[src/rtl/gpt_pkg.sv]
package gpt_pkg;

  localparam int unsigned OFS_STAT  = 32'h18;
  localparam int unsigned OFS_IEN   = 32'h1C;
  localparam int unsigned OFS_CTL   = 32'h24;
  localparam int unsigned OFS_CNT   = 32'h28;
  localparam int unsigned OFS_LOAD  = 32'h2C;
  localparam int unsigned OFS_TRG   = 32'h30;
  localparam int unsigned OFS_MATCH = 32'h38;

  localparam int CTL_W = 13;
  localparam int ST_W  = 3;
  localparam int ST_MATCH = 0;
  localparam int ST_OVF   = 1;
  localparam int ST_CAP   = 2;

  // control word, most significant field first (bit 12 down to bit 0)
  typedef struct packed {
    logic       pwm_toggle;
    logic [1:0] pwm_sel;
    logic [1:0] cap_edge;
    logic       pwm_idle;
    logic       cmp_en;
    logic       pre_en;
    logic [2:0] pre_val;
    logic       auto_rl;
    logic       run;
  } ctrl_t;

  // does a counter event drive the pin under the given event selection
  function automatic logic pwm_fires(input logic [1:0] sel, input logic ovf, input logic mth);
    logic on_ovf;
    logic on_mth;
    on_ovf = (sel != 2'b00) && ovf;
    on_mth = sel[1] && mth;
    return on_ovf || on_mth;
  endfunction

endpackage

[src/rtl/gpt_prescaler.sv]
module gpt_prescaler #(
  parameter int PRE_W = 3
) (
  input  logic             clk,
  input  logic             rst_n,
  input  logic             run,
  input  logic             pre_en,
  input  logic [PRE_W-1:0] pre_val,
  output logic             tick
);
  localparam int DIV_W = 1 << PRE_W;

  // last divider state before a tick: 2^(v+1) - 1
  function automatic logic [DIV_W-1:0] last_state(input logic [PRE_W-1:0] v);
    logic [DIV_W:0] span;
    span = (DIV_W + 1)'(1) << (int'(v) + 1);
    return DIV_W'(span - (DIV_W + 1)'(1));
  endfunction

  logic [DIV_W-1:0] div_q;
  logic             div_done;

  assign div_done = div_q >= last_state(pre_val);
  assign tick     = run && (!pre_en || div_done);

  always_ff @(posedge clk or negedge rst_n) begin
    if (!rst_n) begin
      div_q <= '0;
    end else if (!run || !pre_en || tick) begin
      div_q <= '0;
    end else begin
      div_q <= div_q + DIV_W'(1);
    end
  end
endmodule

[src/rtl/gpt_counter.sv]
module gpt_counter #(
  parameter int CNT_W = 32
) (
  input  logic             clk,
  input  logic             rst_n,
  input  logic             tick,
  input  logic             auto_rl,
  input  logic             cmp_en,
  input  logic             cnt_wr,
  input  logic [CNT_W-1:0] cnt_wdata,
  input  logic             reload,
  input  logic [CNT_W-1:0] load_val,
  input  logic [CNT_W-1:0] match_val,
  output logic [CNT_W-1:0] count,
  output logic             ovf_evt,
  output logic             match_evt,
  output logic             auto_stop
);
  // value the counter takes on a step
  function automatic logic [CNT_W-1:0] step_value(input logic [CNT_W-1:0] cur,
                                                  input logic [CNT_W-1:0] ld,
                                                  input logic ar);
    if (cur == {CNT_W{1'b1}}) return ar ? ld : '0;
    return cur + CNT_W'(1);
  endfunction

  logic [CNT_W-1:0] count_q;
  logic [CNT_W-1:0] step_val;
  logic             at_max;
  logic             advance;

  assign at_max    = count_q == {CNT_W{1'b1}};
  assign step_val  = step_value(count_q, load_val, auto_rl);
  assign advance   = tick && !cnt_wr && !reload;
  assign ovf_evt   = advance && at_max;
  assign match_evt = advance && cmp_en && (step_val == match_val);
  assign auto_stop = ovf_evt && !auto_rl;
  assign count     = count_q;

  always_ff @(posedge clk or negedge rst_n) begin
    if (!rst_n) begin
      count_q <= '0;
    end else if (cnt_wr) begin
      count_q <= cnt_wdata;
    end else if (reload) begin
      count_q <= load_val;
    end else if (advance) begin
      count_q <= step_val;
    end
  end
endmodule

[src/rtl/gpt_status.sv]
module gpt_status
  import gpt_pkg::*;
(
  input  logic            clk,
  input  logic            rst_n,
  input  logic [ST_W-1:0] set_vec,
  input  logic [ST_W-1:0] w1c_vec,
  input  logic            ack_ovf,
  input  logic [ST_W-1:0] ien,
  output logic [ST_W-1:0] stat,
  output logic            irq
);
  logic [ST_W-1:0] stat_q;
  logic [ST_W-1:0] clr_vec;

  always_comb begin
    clr_vec = w1c_vec;
    if (ack_ovf) clr_vec[ST_OVF] = 1'b1;
  end

  always_ff @(posedge clk or negedge rst_n) begin
    if (!rst_n) begin
      stat_q <= '0;
    end else begin
      stat_q <= (stat_q & ~clr_vec) | set_vec;
    end
  end

  assign stat = stat_q;
  assign irq  = |(stat_q & ien);
endmodule

[src/rtl/gpt_pwm.sv]
module gpt_pwm
  import gpt_pkg::*;
(
  input  logic       clk,
  input  logic       rst_n,
  input  logic       toggle_mode,
  input  logic       idle_lvl,
  input  logic [1:0] sel,
  input  logic       ovf_evt,
  input  logic       match_evt,
  output logic       pwm_ev,
  output logic       pwm_out
);
  logic tgl_q;
  logic pulse_q;

  assign pwm_ev = pwm_fires(sel, ovf_evt, match_evt);

  always_ff @(posedge clk or negedge rst_n) begin
    if (!rst_n) begin
      tgl_q   <= 1'b0;
      pulse_q <= 1'b0;
    end else begin
      pulse_q <= pwm_ev && !toggle_mode;
      if (sel == 2'b00) begin
        tgl_q <= 1'b0;
      end else if (toggle_mode && pwm_ev) begin
        tgl_q <= !tgl_q;
      end
    end
  end

  assign pwm_out = idle_lvl ^ (toggle_mode ? tgl_q : pulse_q);
endmodule

[src/rtl/gptimer_pwm.sv]
module gptimer_pwm
  import gpt_pkg::*;
#(
  parameter int CNT_W  = 32,
  parameter int ADDR_W = 8,
  parameter int PRE_W  = 3
) (
  input  logic              clk,
  input  logic              rst_n,
  input  logic              wr_en,
  input  logic [ADDR_W-1:0] wr_addr,
  input  logic [CNT_W-1:0]  wr_data,
  input  logic [ADDR_W-1:0] rd_addr,
  output logic [CNT_W-1:0]  rd_data,
  output logic              irq,
  output logic              pwm_out,
  output logic              cap_on_rise,
  output logic              cap_on_fall
);
  ctrl_t            ctrl_q;
  logic [CNT_W-1:0] load_q;
  logic [CNT_W-1:0] match_q;
  logic [ST_W-1:0]  ien_q;
  logic [ST_W-1:0]  stat;
  logic [CNT_W-1:0] count;

  // named internal events, also observed by the checker
  logic tick;
  logic ovf_evt;
  logic match_evt;
  logic auto_stop;
  logic pwm_ev;
  logic stop_ack;

  logic wr_stat, wr_ien, wr_ctl, wr_cnt, wr_load, wr_trg, wr_match;
  logic [ST_W-1:0] st_set;
  logic [ST_W-1:0] st_w1c;

  assign wr_stat  = wr_en && (wr_addr == ADDR_W'(OFS_STAT));
  assign wr_ien   = wr_en && (wr_addr == ADDR_W'(OFS_IEN));
  assign wr_ctl   = wr_en && (wr_addr == ADDR_W'(OFS_CTL));
  assign wr_cnt   = wr_en && (wr_addr == ADDR_W'(OFS_CNT));
  assign wr_load  = wr_en && (wr_addr == ADDR_W'(OFS_LOAD));
  assign wr_trg   = wr_en && (wr_addr == ADDR_W'(OFS_TRG));
  assign wr_match = wr_en && (wr_addr == ADDR_W'(OFS_MATCH));

  assign stop_ack = wr_ctl && ctrl_q.run && !wr_data[0];

  always_ff @(posedge clk or negedge rst_n) begin
    if (!rst_n) begin
      ctrl_q  <= '0;
      load_q  <= '0;
      match_q <= '0;
      ien_q   <= '0;
    end else begin
      if (wr_ctl) begin
        ctrl_q <= ctrl_t'(wr_data[CTL_W-1:0]);
      end else if (auto_stop) begin
        ctrl_q.run <= 1'b0;
      end
      if (wr_load)  load_q  <= wr_data;
      if (wr_match) match_q <= wr_data;
      if (wr_ien)   ien_q   <= wr_data[ST_W-1:0];
    end
  end

  gpt_prescaler #(.PRE_W(PRE_W)) u_pre (
    .clk     (clk),
    .rst_n   (rst_n),
    .run     (ctrl_q.run),
    .pre_en  (ctrl_q.pre_en),
    .pre_val (ctrl_q.pre_val),
    .tick    (tick)
  );

  gpt_counter #(.CNT_W(CNT_W)) u_cnt (
    .clk       (clk),
    .rst_n     (rst_n),
    .tick      (tick),
    .auto_rl   (ctrl_q.auto_rl),
    .cmp_en    (ctrl_q.cmp_en),
    .cnt_wr    (wr_cnt),
    .cnt_wdata (wr_data),
    .reload    (wr_trg),
    .load_val  (load_q),
    .match_val (match_q),
    .count     (count),
    .ovf_evt   (ovf_evt),
    .match_evt (match_evt),
    .auto_stop (auto_stop)
  );

  always_comb begin
    st_set           = '0;
    st_set[ST_MATCH] = match_evt;
    st_set[ST_OVF]   = ovf_evt;
    st_set[ST_CAP]   = 1'b0;
    st_w1c           = wr_stat ? wr_data[ST_W-1:0] : '0;
  end

  gpt_status u_st (
    .clk     (clk),
    .rst_n   (rst_n),
    .set_vec (st_set),
    .w1c_vec (st_w1c),
    .ack_ovf (stop_ack),
    .ien     (ien_q),
    .stat    (stat),
    .irq     (irq)
  );

  gpt_pwm u_pwm (
    .clk         (clk),
    .rst_n       (rst_n),
    .toggle_mode (ctrl_q.pwm_toggle),
    .idle_lvl    (ctrl_q.pwm_idle),
    .sel         (ctrl_q.pwm_sel),
    .ovf_evt     (ovf_evt),
    .match_evt   (match_evt),
    .pwm_ev      (pwm_ev),
    .pwm_out     (pwm_out)
  );

  assign cap_on_rise = ctrl_q.cap_edge[0];
  assign cap_on_fall = ctrl_q.cap_edge[1];

  always_comb begin
    rd_data = '0;
    case (rd_addr)
      ADDR_W'(OFS_STAT):  rd_data = CNT_W'(stat);
      ADDR_W'(OFS_IEN):   rd_data = CNT_W'(ien_q);
      ADDR_W'(OFS_CTL):   rd_data = CNT_W'(ctrl_q);
      ADDR_W'(OFS_CNT):   rd_data = count;
      ADDR_W'(OFS_LOAD):  rd_data = load_q;
      ADDR_W'(OFS_MATCH): rd_data = match_q;
      default:            rd_data = '0;
    endcase
  end
endmodule

[config.mk]
export PLATFORM = sky130hd
export DESIGN_NAME = gptimer_pwm
export DESIGN_NICKNAME = d
export VERILOG_FILES = /design/src/rtl/gpt_pkg.sv /design/src/rtl/gpt_prescaler.sv /design/src/rtl/gpt_counter.sv /design/src/rtl/gpt_status.sv /design/src/rtl/gpt_pwm.sv /design/src/rtl/gptimer_pwm.sv
export SDC_FILE = /design/constraint.sdc
export NUM_CORES = 1
export LEC_CHECK = 0
export CORE_MARGIN = 2
export CORE_UTILIZATION = 25
export CTS_CLUSTER_SIZE = 20
export DETAILED_ROUTE_END_ITERATION = 6
export DONT_BUFFER_PORTS = 1
export MAX_ROUTING_LAYER = met4
export PLACE_DENSITY_LB_ADDON = 0.08
export SYNTH_ARGS = -nofsm -noshare
export SYNTH_HDL_FRONTEND = slang
export SYNTH_SLANG_ARGS = --single-unit
[constraint.sdc]
create_clock -name clk -period 3.4 [get_ports clk]
set_input_delay 0.34 -clock clk [delete_from_list [all_inputs] [get_ports clk]]
set_output_delay 0.34 -clock clk [all_outputs]
set_load 0.01 [all_outputs]
==> summary.txt, run 1 <==
share of the synthesized area in the top cell type -> 38.1%
TritonCTS clock tree -> yes
final cycle utilization of the critical path -> 98.2%
Bufs on Longest Clock Path -> 2
CP peak stage delay -> 600 ps
share of synthesized flip-flops with an asynchronous set or reset -> 100%
logic depth of the worst register-to-register path -> 11
CP required -> 3710 ps
slew at the pin closest to its max-slew limit -> 748 ps
Fill cells -> 3,417
via density per instance -> 5.05
Synth-to-Final Area Change -> 21.7%
Syn Area/Cell -> 9.37 um^2
die boundary height -> 185 um
count of endpoints failing setup in the final report -> 0
placer's final routability congestion estimate -> 0.790
combined global-route utilization of all metal layers -> 19.2%
launching element type of the critical path -> flop
status -> complete, no violations
Synth Register Bits -> 125
minimum clock period -> 3340 ps
number of buffers created by CTS -> 17
ratio of cells with drive above 1 in the final layout -> 25.5%
vias after detailed routing -> 6,961
total count of hold-check failures in the final report -> 0
placed cell area -> 9240 um^2
buffer type at the clock tree root -> clkbuf_16
share of the synthesized area in compound gates (AO/OA/AOI/OAI) -> 17.2%
Hold Path Origin -> wr_data[13]
PnR worst setup slack -> 59.8 ps
adder-cell share of the synthesized area -> 1.68%
cell type with the largest total area after synthesis -> dfrtp_1
Power Total -> 4.11 mW
part of the Yosys area used for sequential elements -> 38.1%
WP data arrival -> 3650 ps
Chip Width -> 185 um
worst-case register-to-register setup slack -> 60 ps
first-pass GRT wire length -> 46,800 um
origin of the critical flop-to-flop path -> u_cnt.count[2]
I/O Buffers -> 0
# Max-Cap Violations -> 0
count of final max-slew check failures -> 0
most instantiated cells after synthesis -> dfrtp_1, nand2_1, mux2_2
worst hold stages -> 1
placement row count -> 66
count of different cell masters after synthesis -> 71
synth warn -> 0
leakage component of the power -> 4.55 nW
number of routed nets with antenna violations -> 0
clock network latency to the later pin of the worst-skew pair -> 440 ps
WL per Instance -> 22.2 um
critical path's slowest cell -> or4_1
highest clock frequency the design can meet -> 299 MHz
setup repair after global routing missed its margin -> yes
effective utilization at floorplan -> 25.3%
type of destination of the critical path -> flop
pin count of the biggest net entering global routing -> 126
main area contributors after synthesis -> dfrtp_1, mux2_2, nand2_1
area of the die -> 34,300 um^2
Setup Skew -> 12.6 ps
post-placement cell count -> 1,342
simple-gate share of the synthesized area -> 17.5%
number of cells produced by synthesis -> 877
most frequent cell after synthesis -> dfrtp_1
antenna violations before repair -> 0
Layout Nets -> 987
type of the setup path with the least slack -> flop to flop
min-delay worst type -> input port to flop
Post-synth EDFFs -> 0
number of standard cells in the layout, taps in and fillers out -> 1,378
Congestion Overflow GR -> 0
share of the synthesized netlist area taken by xor and xnor gates -> 7.37%
DP HPWL -> 21,500 um
capture instance of the worst register-to-register path -> u_pwm.tgl_q
top_reg_cell synth -> dfrtp_1
worst setup slack after placement -> -91.3 ps
areal power density over the cells -> 411 nW/um^2
area of the core -> 32,500 um^2
clock transition at the registers of the reported paths -> 60 ps
mux contribution to synthesized area -> 13.4%
final instance area -> 10000 um^2
CP cell instances -> nand4_1 -> or4_1 -> o21ai_1 -> a21oi_1 -> or3_1 -> a22oi_1 -> o2111ai_1 -> buf_4 -> nor4_4 -> a22o_1 -> a31oi_1
largest delay contributor family on the critical path -> simple AND/OR/NAND/NOR gates
WP buf/inv -> 1
max-slew headroom at the worst pin -> 49.7%
diode count -> 0
H-tree levels -> 4
Cell Area, Synth -> 8210 um^2
Residual DRC -> 0
Post-Route WL -> 30,500 um
vias in the first global route -> 7,087
boundary pin count -> 87
main combinational cell family by area after synthesis -> simple AND/OR/NAND/NOR gates
maximum fanout count along the critical path -> 5
total iterations of the first detailed-routing run -> 5
worst-case hold path end point -> load_q[13]
initial drt markers -> 454
number of clock sinks -> 125
IR Drop Worst-Case VDD -> 0.373 mV
-- what timing repair did --
| item | in CTS | in global routing |
|---|---|---|
| hold buffers | 3 | 0 |
| pin swaps | 1 | 10 |
| endpoints found under the hold margin | 126 | 0 |
| gates resized for setup | 1 | 13 |
| endpoints found under the setup margin | 1 | 5 |
| cloned | 0 | 0 |
| setup buffers | 1 | 2 |
-- per-stage QoR --
step,hold slack (ps),TNS [ps],util [%]
2_1_floorplan,44.4,0,-
3_3_place_gp,47.2,-59.8,28.5
3_5_place_dp,48.4,-91.3,28.5
4_1_cts,17.2,-52.9,30.6
5_1_grt,16.4,-349,30.8
6_report,39.5,0,30.8
-- routing by layer --
layer	up-vias	GRT usage [%]	part of all wire [%]	wire length, um
li1	3328	-	-	-
met3	18	3.32	3.7	1140
met5	-	-	0	0
met1	3484	26.1	49	15000
met2	131	29.5	46	14100
met4	0	4.73	1.1	326
-- cell type report --
class	instances	area, um^2	share of cell area, %
inverter	34	128	1.28
tap	442	553	5.53
clock buffer	24	492	4.92
sequential	125	3130	31.3
timing repair buffer	89	731	7.31
clock inverter	6	133	1.33
multi-input combinational	658	4830	48.3
-- placed cells by master (no fill, tap or decap), types with 17 or more instances in the layout --
cell | netlist | layout
nand3_1 | 33 | 30
nor2_1 | 47 | 45
mux2_2 | 81 | 81
xnor2_1 | 33 | 33
nand2_1 | 100 | 100
xor2_1 | 31 | 31
clkbuf_16 | 0 | 17
dfrtp_1 | 125 | 122
a22oi_1 | 25 | 25
o21ai_0 | 73 | 73
inv_1 | 34 | 34
buf_4 | 2 | 83
mux2i_1 | 19 | 19
a21oi_1 | 23 | 23
a222oi_1 | 22 | 22
-- flip-flops by register name, indices dropped and copies added, names as in the netlist --
register       count
ctrl_q            11
u_pre.div_q        8
cap_on_rise        1
load_q            32
cap_on_fall        1
match_q           32
u_pwm.tgl_q        1
u_pwm.pulse_q      1
u_cnt.count       32
u_st.stat          3
ien_q              3
-- worst max-delay path by stage --
stage	start	end	slack, ps	cells past startpoint
floorplan	ctrl_q[3]	u_pwm.tgl_q	30	17
global placement	ctrl_q[3]	u_pwm.tgl_q	-60	16
detailed placement	ctrl_q[3]	u_pwm.tgl_q	-90	16
CTS	ctrl_q[3]	u_pwm.tgl_q	-50	16
global route	ctrl_q[3]	u_pwm.tgl_q	-170	16
finish	u_cnt.count[2]	u_pwm.tgl_q	60	11
-- where the power goes --
group          total [mW]  switching (mW)  internal, mW
combinational       0.467           0.258         0.209
clock                2.02           0.720          1.30
sequential           1.63          0.0782          1.55
-- kinds of logic (layout without fill, tap and decap cells) --
logic type      count (synthesis)  in the layout
compound gates                205            205
xor+xnor                       66             66
fa+ha+maj                      11             11
buf+inv                        95            153
flops                         125            125
mux                           100            100
other cells                     1              2
simple gates                  274            274
Note: power is estimated with default switching activity, not from simulation.
==> run 2, diff against run 1 <==
--- a/config.mk
+++ b/config.mk
@@ -12,6 +12,7 @@
 export DONT_BUFFER_PORTS = 1
 export MAX_ROUTING_LAYER = met4
 export PLACE_DENSITY_LB_ADDON = 0.08
+export RECOVER_POWER = 25
 export SYNTH_ARGS = -nofsm -noshare
 export SYNTH_HDL_FRONTEND = slang
 export SYNTH_SLANG_ARGS = --single-unit
==> run 2 against run 1 <==
Net effect: sequential power about the same; largest cell class unchanged; die area unchanged; via count stayed put; core utilization shrank 0.062 points; flip-flop and latch count unchanged; worst setup slack is the same; critical endpoint unchanged; wire length about the same; worst hold slack did not move; the run now ends with max-capacitance violations, max-slew violations left; cell area shrank 0.20%.
==> summary.txt, run 2 (synthesis results as in run 1) <==
status -> complete, but fails checks
violations in the final reports -> max-capacitance violations, max-slew violations
leakage component of the power -> 4.54 nW
die boundary height -> 185 um
H-tree levels -> 4
Fill cells -> 3,419
antenna violations before repair -> 0
setup repair after global routing missed its margin -> yes
met1 Track Usage GR -> 26.1%
Hold Path Origin -> wr_data[13]
CP required -> 3710 ps
type of the setup path with the least slack -> flop to flop
diode count -> 0
clock network latency to the later pin of the worst-skew pair -> 440 ps
total count of hold-check failures in the final report -> 0
worst-case hold path end point -> load_q[13]
effective utilization at floorplan -> 25.3%
count of endpoints failing setup in the final report -> 0
Chip Width -> 185 um
DP HPWL -> 21,500 um
number of buffers created by CTS -> 17
minimum clock period -> 3340 ps
Residual DRC -> 0
maximum fanout count along the critical path -> 5
area of the core -> 32,500 um^2
Setup Skew -> 12.6 ps
Post-Route WL -> 30,500 um
accumulated negative setup slack -> 0 ps
Worst Hold Slack -> 39.5 ps
number of clock sinks -> 125
worst hold stages -> 1
Final Core Density -> 30.8%
origin of the critical flop-to-flop path -> u_cnt.count[2]
most frequent standard cell in the layout excluding fill and tap cells -> dfrtp_1
type of destination of the critical path -> flop
min-delay worst type -> input port to flop
number of routed nets with antenna violations -> 0
clock transition at the registers of the reported paths -> 60 ps
met3 global-route usage -> 3.32%
placed cell area -> 9240 um^2
multi-input gate area in the final layout -> 4830 um^2
ratio of cells with drive above 1 in the final layout -> 25.5%
first-pass GRT wire length -> 46,800 um
I/O Buffers -> 0
slew at the pin closest to its max-slew limit -> 1880 ps
Most Crowded Layer GR -> met2
post-placement cell count -> 1,342
final cycle utilization of the critical path -> 98.2%
Bufs on Longest Clock Path -> 2
launching element type of the critical path -> flop
met2 GRT Util -> 29.5%
total iterations of the first detailed-routing run -> 5
# Max-Cap Violations -> 1
Layout Nets -> 987
highest clock frequency the design can meet -> 299 MHz
TritonCTS clock tree -> yes
Power Total -> 4.11 mW
vias after detailed routing -> 6,961
initial drt markers -> 454
max-slew headroom at the worst pin -> -25.6%
buffer type at the clock tree root -> clkbuf_16
worst setup slack after placement -> -91.3 ps
placer's final routability congestion estimate -> 0.790
area of the die -> 34,300 um^2
number of standard cells in the layout, taps in and fillers out -> 1,378
count of final max-slew check failures -> 126
pin count of the biggest net entering global routing -> 126
placement row count -> 66
Congestion Overflow GR -> 0
area occupied by registers -> 3130 um^2
vias in the first global route -> 7,087
leading cell types in the layout, fill and taps excluded -> dfrtp_1, nand2_1, buf_4
Synth-to-Final Area Change -> 21.5%
worst-case register-to-register setup slack -> 60 ps
combined global-route utilization of all metal layers -> 19.2%
IR Drop Worst-Case VDD -> 0.373 mV
logic depth of the worst register-to-register path -> 11
PnR worst setup slack -> 59.8 ps
WL per Instance -> 22.2 um
areal power density over the cells -> 412 nW/um^2
WP data arrival -> 3650 ps
final instance area -> 9980 um^2
via density per instance -> 5.05
boundary pin count -> 87
capture instance of the worst register-to-register path -> u_pwm.tgl_q
run 2: cell types whose count changed in the layout (fill, tap and decap cells not counted):
cell      previous run  this run
clkbuf_4             0         1
buf_16               1         0
run 2: critical path, cell delays in order, from the launching register on:
cell and delay [ps]:
dfrtp_1 510, nand4_1 270, or4_1 600, o21ai_1 180, a21oi_1 90, or3_1 350, a22oi_1 320, o2111ai_1 230
buf_4 200, nor4_4 220, a22o_1 160, a31oi_1 70
run 2: where the power goes:
part / switching (mW) / total, mW / leakage [nW] / internal (mW)
Combinational: 0.257 / 0.463 / 2.51 / 0.206
Clock: 0.720 / 2.02 / 0.302 / 1.30
Sequential: 0.0782 / 1.63 / 1.72 / 1.55
run 2: timing repair:
item / in CTS / in global routing
endpoints found under the setup margin: 1 / 5
endpoints found under the hold margin: 126 / 0
hold buffers: 3 / 0
buffers inserted: 1 / 2
pin swaps: 1 / 10
resized for setup: 1 / 13
run 2: worst max path at each step:
| stage | startpoint | endpoint | slack (ps) | depth (start not counted) |
|---|---|---|---|---|
| after detailed placement | ctrl_q[3] | u_pwm.tgl_q | -90 | 16 |
| after global routing | ctrl_q[3] | u_pwm.tgl_q | -170 | 16 |
| after global placement | ctrl_q[3] | u_pwm.tgl_q | -60 | 16 |
| after floorplan | ctrl_q[3] | u_pwm.tgl_q | 30 | 17 |
| final | u_cnt.count[2] | u_pwm.tgl_q | 60 | 11 |
| after CTS | ctrl_q[3] | u_pwm.tgl_q | -50 | 16 |
run 2: final cells by class:
type	count	area share [%]
sequential	125	31.4
inverter	34	1.28
tap	442	5.54
clock inverter	6	1.33
multi-input combinational	658	48.4
clock buffer	24	4.93
timing repair buffer	89	7.12
run 2: layer usage:
layer / share of wire [%] / wire length, um
met2: 46 / 14100
met4: 1.1 / 326
met5: 0 / 0
met3: 3.7 / 1140
met1: 49 / 15000
